[src/rtl/prg_pkg.sv]
package prg_pkg;

  typedef enum logic [2:0] {
    ST_ASSERTED    = 3'd0,
    ST_WAIT_CLKS   = 3'd1,
    ST_RELEASED    = 3'd2,
    ST_MIN_GAP     = 3'd3,
    ST_FLR_HOLDOFF = 3'd4
  } seq_state_e;

  // States in which the conditioned reset output is deasserted (high).
  function automatic logic state_out_high(seq_state_e s);
    return (s == ST_RELEASED) || (s == ST_MIN_GAP) || (s == ST_FLR_HOLDOFF);
  endfunction

endpackage

[src/rtl/prg_sync.sv]
module prg_sync #(
  parameter int WIDTH  = 1,
  parameter int STAGES = 2
) (
  input  logic             clk,
  input  logic             rst_n,
  input  logic [WIDTH-1:0] d,
  output logic [WIDTH-1:0] q
);

  logic [STAGES-1:0][WIDTH-1:0] chain;

  always_ff @(posedge clk or negedge rst_n) begin
    if (!rst_n) chain <= '0;
    else        chain <= {chain[STAGES-2:0], d};
  end

  assign q = chain[STAGES-1];

endmodule

[src/rtl/prg_flr_monitor.sv]
module prg_flr_monitor #(
  parameter int NUM_PF    = 4,
  parameter int QUIET_CYC = 28000
) (
  input  logic              clk,
  input  logic              rst_n,
  input  logic [NUM_PF-1:0] flr_sync,
  output logic              flr_busy,
  output logic              flr_settled
);

  localparam int CW = $clog2(QUIET_CYC + 1);
  localparam logic [CW-1:0] QUIET_MAX = CW'(QUIET_CYC);

  logic [CW-1:0] quiet_cnt;

  assign flr_busy    = |flr_sync;
  assign flr_settled = (quiet_cnt == QUIET_MAX);

  // Counts consecutive cycles with no FLR in flight, saturating at the window.
  always_ff @(posedge clk or negedge rst_n) begin
    if (!rst_n)           quiet_cnt <= '0;
    else if (flr_busy)    quiet_cnt <= '0;
    else if (!flr_settled) quiet_cnt <= quiet_cnt + 1'b1;
  end

endmodule

[src/rtl/prg_gap_timer.sv]
module prg_gap_timer #(
  parameter int GAP_CYC = 5000
) (
  input  logic clk,
  input  logic rst_n,
  input  logic start,
  input  logic run,
  output logic done
);

  localparam int CW = $clog2(GAP_CYC + 1);
  localparam logic [CW-1:0] LAST = CW'(GAP_CYC - 1);

  logic [CW-1:0] cnt;

  assign done = (cnt == LAST);

  always_ff @(posedge clk or negedge rst_n) begin
    if (!rst_n)             cnt <= '0;
    else if (start)         cnt <= '0;
    else if (run && !done)  cnt <= cnt + 1'b1;
  end

endmodule

[src/rtl/pcie_rst_guard.sv]
module pcie_rst_guard
  import prg_pkg::*;
#(
  parameter int NUM_PF        = 4,
  parameter int NUM_CLK       = 4,
  parameter int CYCLES_PER_US = 100,
  parameter int GAP_US        = 50,
  parameter int FLR_US        = 280
) (
  input  logic               clk,
  input  logic               rst_n,
  input  logic               pwr_good_raw,
  input  logic               host_rst_req_raw,
  input  logic [NUM_CLK-1:0] refclk_ok_raw,
  input  logic [NUM_PF-1:0]  flr_pend_raw,
  output logic               fund_rst_n,
  output logic [2:0]         seq_state,
  output logic               req_deferred,
  output logic               seq_violation
);

  localparam int GAP_CYC = GAP_US * CYCLES_PER_US;
  localparam int FLR_CYC = FLR_US * CYCLES_PER_US;

  // ---------------- input synchronizers ----------------
  logic [1:0]         ctl_s;
  logic               pg_s, req_s;
  logic [NUM_CLK-1:0] clk_s;
  logic [NUM_PF-1:0]  flr_s;
  logic               clk_ok;

  prg_sync #(.WIDTH(2)) u_sync_ctl (
    .clk(clk), .rst_n(rst_n), .d({pwr_good_raw, host_rst_req_raw}), .q(ctl_s));
  prg_sync #(.WIDTH(NUM_CLK)) u_sync_clk (
    .clk(clk), .rst_n(rst_n), .d(refclk_ok_raw), .q(clk_s));
  prg_sync #(.WIDTH(NUM_PF)) u_sync_flr (
    .clk(clk), .rst_n(rst_n), .d(flr_pend_raw), .q(flr_s));

  assign pg_s   = ctl_s[1];
  assign req_s  = ctl_s[0];
  assign clk_ok = &clk_s;

  // ---------------- FLR settling and gap timing ----------------
  logic flr_busy, flr_settled, flr_clear;
  logic gap_start, gap_done;

  seq_state_e state_q, state_n;
  logic       pend_q, pend_n;
  logic       viol_q, viol_n;
  logic       out_q;

  prg_flr_monitor #(.NUM_PF(NUM_PF), .QUIET_CYC(FLR_CYC)) u_flr (
    .clk(clk), .rst_n(rst_n), .flr_sync(flr_s),
    .flr_busy(flr_busy), .flr_settled(flr_settled));

  prg_gap_timer #(.GAP_CYC(GAP_CYC)) u_gap (
    .clk(clk), .rst_n(rst_n), .start(gap_start),
    .run(state_q == ST_MIN_GAP), .done(gap_done));

  assign flr_clear = flr_settled && !flr_busy;

  // ---------------- sequencer ----------------
  always_comb begin
    state_n = state_q;
    unique case (state_q)
      ST_ASSERTED: begin
        if (pg_s && !req_s) state_n = ST_WAIT_CLKS;
      end
      ST_WAIT_CLKS: begin
        if (!pg_s || req_s) state_n = ST_ASSERTED;
        else if (clk_ok)    state_n = ST_MIN_GAP;
      end
      ST_MIN_GAP: begin
        if (!pg_s) state_n = ST_ASSERTED;
        else if (gap_done) begin
          if (pend_q || req_s) state_n = flr_clear ? ST_ASSERTED : ST_FLR_HOLDOFF;
          else                 state_n = ST_RELEASED;
        end
      end
      ST_RELEASED: begin
        if (!pg_s)      state_n = ST_ASSERTED;
        else if (req_s) state_n = flr_clear ? ST_ASSERTED : ST_FLR_HOLDOFF;
      end
      ST_FLR_HOLDOFF: begin
        if (!pg_s || flr_clear) state_n = ST_ASSERTED;
      end
      default: state_n = ST_ASSERTED;
    endcase
  end

  // A request seen while the output is high is remembered until a reset is issued.
  always_comb begin
    if (state_n == ST_ASSERTED) pend_n = 1'b0;
    else                        pend_n = pend_q || (req_s && state_out_high(state_q));
  end

  always_comb begin
    viol_n = viol_q;
    if (!pg_s && ((state_q == ST_MIN_GAP) || (state_q == ST_FLR_HOLDOFF) ||
                  ((state_q == ST_RELEASED) && !flr_clear)))
      viol_n = 1'b1;
  end

  assign gap_start = (state_n == ST_MIN_GAP) && (state_q != ST_MIN_GAP);

  always_ff @(posedge clk or negedge rst_n) begin
    if (!rst_n) begin
      state_q <= ST_ASSERTED;
      pend_q  <= 1'b0;
      viol_q  <= 1'b0;
      out_q   <= 1'b0;
    end else begin
      state_q <= state_n;
      pend_q  <= pend_n;
      viol_q  <= viol_n;
      out_q   <= state_out_high(state_n);
    end
  end

  assign fund_rst_n    = out_q;
  assign seq_state     = state_q;
  assign req_deferred  = pend_q;
  assign seq_violation = viol_q;

endmodule

[config.mk]
export PLATFORM = sky130hd
export DESIGN_NAME = pcie_rst_guard
export DESIGN_NICKNAME = d
export VERILOG_FILES = /design/src/rtl/prg_pkg.sv /design/src/rtl/prg_sync.sv /design/src/rtl/prg_flr_monitor.sv /design/src/rtl/prg_gap_timer.sv /design/src/rtl/pcie_rst_guard.sv
export SDC_FILE = /design/constraint.sdc
export NUM_CORES = 1
export LEC_CHECK = 0
export BUFFER_PORTS_ARGS = -buffer_cell sky130_fd_sc_hd__buf_2
export CAP_MARGIN = 5
export CORE_ASPECT_RATIO = 1.1
export CORE_MARGIN = 2
export CORE_UTILIZATION = 39
export DETAILED_ROUTE_END_ITERATION = 10
export PLACE_DENSITY_LB_ADDON = 0.12
export SLEW_MARGIN = 20
export SYNTH_ARGS = -nofsm -noshare
export SYNTH_HDL_FRONTEND = slang
export SYNTH_HIERARCHICAL = 1
export SYNTH_SLANG_ARGS = --single-unit
[constraint.sdc]
create_clock -name clk -period 2.7 [get_ports clk]
set_input_delay 0.135 -clock clk [delete_from_list [all_inputs] [get_ports clk]]
set_output_delay 0.135 -clock clk [all_outputs]
set_load 0.01 [all_outputs]
==> reports/results.ini, run 1 <==
[status]
status = finished, final reports clean

[floorplanning]
dieArea_um2 = 6980
coreArea_um2 = 6160
die-height_um = 87.4
initial_core_utilization = 0.401
cell_rows = 30
die_w_um = 79.8
io_pins = 18

[logic_synthesis]
synthFlopType = sky130_fd_sc_hd__dfrtp_1
post-synth-top-area-fraction = 0.548
async_reset_ff_frac = 1.00
synthesis.yosys.warnings = 6
ys_top_cells_by_area = sky130_fd_sc_hd__dfrtp_1, sky130_fd_sc_hd__nor2_1, sky130_fd_sc_hd__buf_4
post_synthesis_register_bit_count = 54
post_synth_cell_types = 51
mappedNetlistArea_um2 = 2470
synthDominantAreaCellType = sky130_fd_sc_hd__dfrtp_1
synth-seq-area-share = 0.548
synthesis.area_per_instance_um2 = 11.1
synth.net_count = 239
synth_enable_flop_cells = 0
netlist_instances = 223

[drt]
drt-vias-per-instance = 4.97
detailedRoute.firstIterationViolations = 87
antenna_left = 0
firstDrtPassIters = 4
num_vias = 1626
drc = 0
wl_per_cell_um = 12.9
drt_wl_total_um = 4230

[final_layout]
final_layout_size_suffix_gt1_frac = 0.174
seqCellArea_um2 = 1350
multiInputGateArea_um2 = 977
flow.area_growth_from_synthesis_pct = 12.5
nNetsFinal = 264
antennaDiodeCount = 0
final.fill_count = 586
layout.cell_area.non_filler_um2 = 2770

[clock_network]
ctsHtreeMaxLevel = 2
clock-root-buffer = sky130_fd_sc_hd__clkbuf_8
clkSlewWorstSetupHoldPaths_ns = 0.09
cts_sinks = 54
worstSkewPairLatency_ns = 0.29
cts_tree = built
buffer_depth_of_the_longest_clock_path = 2
total_clock_buffers_created_by_cts = 5

[critical_path]
criticalPathCategory = reg -> reg
data_arrival_time_of_the_critical_path_ns = 2.35
cp_max_fo = 8
critPathRequiredTime_ns = 2.92
timing.critical_path.to_type = flip-flop
crit_path_start_kind = flip-flop

[sta]
min_period_over_period = 0.788
rsz0062_at_grt = no
fin_tns_setup_ns = 0
final_max_slew_viol_count = 0
finalCriticalPeriod_ns = 2.13
setup_viol_count_final = 0
worst_slew_pin_slew_ns = 0.574
timing.slew.headroom = 0.617
timing_hold_violations_final = 0
fmaxAchievable_mhz = 470
timing.clock.skew_ns = 0.00610
whs_ns = 0.207

[global_route]
antenna_violations_before_repair = 0
globalRoute.totalOverflow = 0
grt_pass1_vias = 1586
grt_first_pass_wirelength_um = 7380
grt.total_usage = 0.135
grt_start_max_net_pins = 47

[place]
place_hpwl_um = 2900
gp_routability_congestion = 0.827
placement.cell_area_um2 = 2580
placement.io_buffers = 17

[run]
max-cap-violations = 0

[worst_hold_path]
timing.hold.worst.class = in -> async

[pwr]
power.density_nw_per_um2 = 476
power.static_leakage_uw = 0.00125
ir_worst_vdd_uv = 244

-- Yosys cell counts, drive strengths merged (3+ instances only) --
| cell | count |
|---|---|
| a21oi | 10 |
| and2 | 3 |
| and3 | 4 |
| buf | 13 |
| dfrtp | 54 |
| ha | 4 |
| inv | 10 |
| mux2i | 4 |
| nand2 | 11 |
| nand2b | 3 |
| nand3 | 11 |
| nand4 | 10 |
| nor2 | 23 |
| nor3 | 6 |
| nor4 | 3 |
| o21ai | 4 |
| o22a | 3 |
| o31ai | 3 |
| or3 | 3 |
| xnor2 | 9 |
| xor2 | 8 |
-- timing repair --
| item | CTS | global route |
|---|---|---|
| buffers inserted | 0 | 0 |
| hold buffers | 11 | 0 |
| endpoints found under the hold margin | 18 | 0 |
| resized for setup | 0 | 0 |
-- flip-flops by register name (all words and copies together), names as in the netlist --
register and flops:
u_sync_ctl/chain 2, seq_state 3, u_sync_clk/chain 4, u_sync_ctl/q 2
u_flr/quiet_cnt 15, req_deferred 1, u_sync_clk/q 4, seq_violation 1
u_gap/cnt 13, u_sync_flr/q 4, fund_rst_n 1, u_sync_flr/chain 4
-- layer usage --
layer / part of all wire / global-route usage / up-vias / wire [um]
li1: - / - / 817 / -
met1: 0.46 / 0.170 / 789 / 1960
met2: 0.50 / 0.227 / 14 / 2100
met3: 0.025 / 0.0342 / 6 / 104
met4: 0.016 / 0.0462 / 0 / 68
met5: 0 / 0 / - / 0
-- kinds of logic after synthesis --
| group | synth area share |
|---|---|
| adders and majority gates | 0.0203 |
| and+or+nand+nor | 0.227 |
| DFF | 0.548 |
| buffers and inverters | 0.0558 |
| muxes | 0.0162 |
| xor gates and xnor gates | 0.0604 |
| AOI/OAI and AO/OA | 0.0720 |
-- cell type report --
| cell class | count | share of cell area |
|---|---|---|
| Clock buffer | 6 | 0.0298 |
| Inverter | 10 | 0.0135 |
| Multi-Input combinational cell | 145 | 0.352 |
| Sequential cell | 54 | 0.487 |
| Timing Repair Buffer | 32 | 0.0812 |
| Tap cell | 80 | 0.0361 |
-- placed cells by master (no fill, tap or decap), types with 2 or more instances in the layout --
| cell type | Yosys | final |
|---|---|---|
| sky130_fd_sc_hd__dfrtp_1 | 54 | 54 |
| sky130_fd_sc_hd__and4_1 | 2 | 2 |
| sky130_fd_sc_hd__nand4_1 | 9 | 9 |
| sky130_fd_sc_hd__nand2b_1 | 3 | 3 |
| sky130_fd_sc_hd__buf_4 | 11 | 4 |
| sky130_fd_sc_hd__buf_2 | 1 | 17 |
| sky130_fd_sc_hd__and3_1 | 3 | 3 |
| sky130_fd_sc_hd__or3_1 | 2 | 2 |
| sky130_fd_sc_hd__or4_1 | 2 | 2 |
| sky130_fd_sc_hd__o31ai_1 | 2 | 2 |
| sky130_fd_sc_hd__xor2_1 | 8 | 8 |
| sky130_fd_sc_hd__a21oi_1 | 10 | 10 |
| sky130_fd_sc_hd__o21ai_0 | 4 | 4 |
| sky130_fd_sc_hd__clkbuf_8 | 0 | 6 |
| sky130_fd_sc_hd__inv_1 | 10 | 10 |
| sky130_fd_sc_hd__o22a_2 | 2 | 2 |
| sky130_fd_sc_hd__nor4_1 | 2 | 2 |
| sky130_fd_sc_hd__nor3_1 | 6 | 6 |
| sky130_fd_sc_hd__ha_1 | 4 | 4 |
| sky130_fd_sc_hd__and2_2 | 2 | 2 |
| sky130_fd_sc_hd__mux2i_1 | 4 | 4 |
| sky130_fd_sc_hd__nand2_1 | 11 | 11 |
| sky130_fd_sc_hd__xnor2_1 | 9 | 9 |
| sky130_fd_sc_hd__a31oi_1 | 2 | 2 |
| sky130_fd_sc_hd__nor2_1 | 23 | 23 |
| sky130_fd_sc_hd__dlygate4sd3_1 | 0 | 11 |
| sky130_fd_sc_hd__nand3b_1 | 2 | 2 |
| sky130_fd_sc_hd__nand3_1 | 10 | 10 |
-- per-stage QoR --
step	total power [uW]	utilization	instances	setup slack [ns]
after detailed placement	899	0.419	310	0.618
after floorplan	875	-	223	0.699
after global routing	1390	0.451	327	0.456
after global placement	898	0.419	310	0.645
final	1320	0.451	327	0.573
after CTS	1360	0.451	327	0.578
-- where the power goes --
group | switching [uW] | internal, uW
clock | 231 | 198
combinational | 28.7 | 26.6
sequential | 10.0 | 827
-- final timing paths --
path	slack [ns]	cells past startpoint	to	start
max in group asynchronous	1.67	3	u_sync_flr/chain[0]$_DFF_PN0_	rst_n
min	0.21	2	u_gap/cnt[9]$_DFFE_PN0P_	rst_n
max reg2reg	0.57	5	req_deferred$_DFF_PN0_	u_gap/cnt[6]$_DFFE_PN0P_
min reg2reg	0.35	0	u_sync_ctl/q[0]$_DFF_PN0_	u_sync_ctl/chain[0]$_DFF_PN0_
max	0.57	5	req_deferred$_DFF_PN0_	u_gap/cnt[6]$_DFFE_PN0P_
min in group clk	0.35	0	u_sync_ctl/q[0]$_DFF_PN0_	u_sync_ctl/chain[0]$_DFF_PN0_
-- worst max-delay path, cell delays in order (launching register included) --
cell	delay [ns]
sky130_fd_sc_hd__dfrtp_1	0.47
sky130_fd_sc_hd__or4b_4	0.58
sky130_fd_sc_hd__nor3_1	0.45
sky130_fd_sc_hd__nand3b_1	0.14
sky130_fd_sc_hd__o22a_2	0.26
sky130_fd_sc_hd__a31oi_1	0.15
No activity file was read; power rests on OpenSTA's default activity.
==> run 2: changes to the inputs <==
==> constraint.sdc (replaced) <==
create_clock -name clk -period 2.04 [get_ports clk]
set_input_delay 0.102 -clock clk [delete_from_list [all_inputs] [get_ports clk]]
set_output_delay 0.102 -clock clk [all_outputs]
set_load 0.01 [all_outputs]
==> run 2 against run 1 <==
Clock power is 64% higher. Power is 43% higher. Core utilization is 1.4 points higher. First-iteration DRC count is 47% lower. Sequential share of layout area is 1.5 points lower. Cell area is 3.2% higher. Fmax is 13% higher. Cell count is 3.1% higher. Count of clock-buffer cells in the layout stayed put. Global-route usage is 1.2 points higher. Die area stayed put. Highest routed layer unchanged.
==> reports/results.ini, run 2 (synthesized netlist as in run 1, its figures left out) <==
[status]
status = finished, final reports clean

[final_layout]
antennaDiodeCount = 0
seqCellArea_um2 = 1350
layout_common_cells = sky130_fd_sc_hd__dfrtp_1, sky130_fd_sc_hd__nor2_1, sky130_fd_sc_hd__buf_2
largest_register_ffs = 15
final_common_cell = sky130_fd_sc_hd__dfrtp_1
final_layout_size_suffix_gt1_frac = 0.206
flow.area_growth_from_synthesis_pct = 16.1
multiInputGateArea_um2 = 977
layout_top_registers = u_flr/quiet_cnt x15, u_gap/cnt x13
nNetsFinal = 272
layout.cells.non_filler = 337
largest_register = u_flr/quiet_cnt
final.fill_count = 606

[floorplanning]
die_w_um = 79.8
initial_core_utilization = 0.401
die-height_um = 87.4
io_pins = 18
cell_rows = 30
coreArea_um2 = 6160
dieArea_um2 = 6980

[sta]
finalCriticalPeriod_ns = 1.88
timing_hold_violations_final = 0
min_period_over_period = 0.921
timing.slew.headroom = 0.654
timing.clock.skew_ns = 0.0116
final_max_slew_viol_count = 0
setup_viol_count_final = 0
fmaxAchievable_mhz = 532
rsz0062_at_grt = no
fin_tns_setup_ns = 0
worst_slew_pin_slew_ns = 0.518
postLayoutSetupSlackWorst_ns = 0.160
whs_ns = 0.292

[critical_path]
data_arrival_time_of_the_critical_path_ns = 2.11
critPathRequiredTime_ns = 2.27
crit_path_start_kind = flip-flop
criticalPathCategory = reg -> reg
cp_max_fo = 4
timing.critical_path.to_type = flip-flop
max_stage_delay_ns = 0.55
crit_chain = or4b_4 -> nor3_1 -> buf_4 -> nand3b_1 -> o22a_2 -> a31oi_1
cpMaxStageDelayCell = sky130_fd_sc_hd__or4b_4

[global_route]
globalRoute.totalOverflow = 0
grt_start_max_net_pins = 22
grt.total_usage = 0.147
antenna_violations_before_repair = 0
grt_pass1_vias = 1805
grt_first_pass_wirelength_um = 7980

[drt]
wl_per_cell_um = 12.9
num_vias = 1678
drt_wl_total_um = 4360
firstDrtPassIters = 4
drc = 0
antenna_left = 0
detailedRoute.firstIterationViolations = 46
drt-vias-per-instance = 4.98

[clock_network]
buffer_depth_of_the_longest_clock_path = 2
ctsHtreeMaxLevel = 2
cts_setup_buffers = 0
clock-root-buffer = sky130_fd_sc_hd__clkbuf_8
total_clock_buffers_created_by_cts = 5
cts_sinks = 54
worstSkewPairLatency_ns = 0.30
clkSlewWorstSetupHoldPaths_ns = 0.10
cts_tree = built

[pwr]
power.sequential.fraction = 0.587
swShare = 0.207
p_sw_uw = 390
internal_pwr_total_uw = 1500
ir_worst_vdd_uv = 504
power.static_leakage_uw = 0.00130
clock_power_share = 0.373
design_power_total_uw = 1890
power.density_nw_per_um2 = 660
comb_power_share = 0.040

[place]
gp_routability_congestion = 0.770
post-place-cells = 318
place_hpwl_um = 3020
placement.io_buffers = 17
post-place-ws_ns = 0.181

[run]
max-cap-violations = 0

[worst_hold_path]
timing.hold.worst.class = in -> async

==> run 2: power groups by stage <==
stage / clock network [uW] / logic, uW / registers, uW
global placement: 0 / 61.7 / 1130
detailed placement: 0 / 62.0 / 1130
finish: 704 / 75.9 / 1110
floorplan: 0 / 31.8 / 1130
global route: 777 / 87.6 / 1110
CTS: 738 / 77.8 / 1110
==> run 2: path summary, 6_finish.rpt <==
kind / from / to / slack [ns] / cells after the start
min: rst_n / u_gap/cnt[6]$_DFFE_PN0P_ / 0.29 / 2
min in group clk: u_sync_flr/chain[0]$_DFF_PN0_ / u_sync_flr/q[0]$_DFF_PN0_ / 0.36 / 0
max reg2reg: u_gap/cnt[4]$_DFFE_PN0P_ / req_deferred$_DFF_PN0_ / 0.16 / 6
min reg2reg: u_sync_flr/chain[0]$_DFF_PN0_ / u_sync_flr/q[0]$_DFF_PN0_ / 0.36 / 0
max in group asynchronous: rst_n / u_gap/cnt[0]$_DFFE_PN0P_ / 1.09 / 3
max: u_gap/cnt[4]$_DFFE_PN0P_ / req_deferred$_DFF_PN0_ / 0.16 / 6
==> run 2: timing repair <==
item                       CTS  global route
setup endpoints to repair    0             1
hold endpoints to repair    29             0
hold buffers                11             0
gates resized for setup      0             1
==> run 2: metrics by stage <==
step | cell area [um^2] | utilization
4_1_cts | 2860 | 0.465
6_report | 2860 | 0.465
5_1_grt | 2860 | 0.465
2_1_floorplan | 2470 | -
3_3_place_gp | 2640 | 0.429
3_5_place_dp | 2640 | 0.429
==> run 2: layer usage <==
layer / up-vias / routed length [um] / GRT usage / part of all wire
met5: - / 0 / 0 / 0
met4: 0 / 81 / 0.0570 / 0.019
met3: 6 / 91 / 0.0353 / 0.021
met2: 14 / 2170 / 0.251 / 0.50
met1: 824 / 2020 / 0.180 / 0.46
li1: 834 / - / - / -
==> run 2: final cells by class <==
type / count / area share
Clock inverter: 2 / 0.0131
Tap cell: 80 / 0.0350
Sequential cell: 54 / 0.472
Inverter: 10 / 0.0131
Clock buffer: 6 / 0.0253
Timing Repair Buffer: 40 / 0.0997
Multi-Input combinational cell: 145 / 0.341
==> run 2: critical path: cells and delay by family (launching register included) <==
kind                   cells  cell delay (ns)
flip-flops                 1             0.43
AO/OA/AOI/OAI              2             0.40
buffers and inverters      1             0.16
AND/OR/NAND/NOR            3             0.82
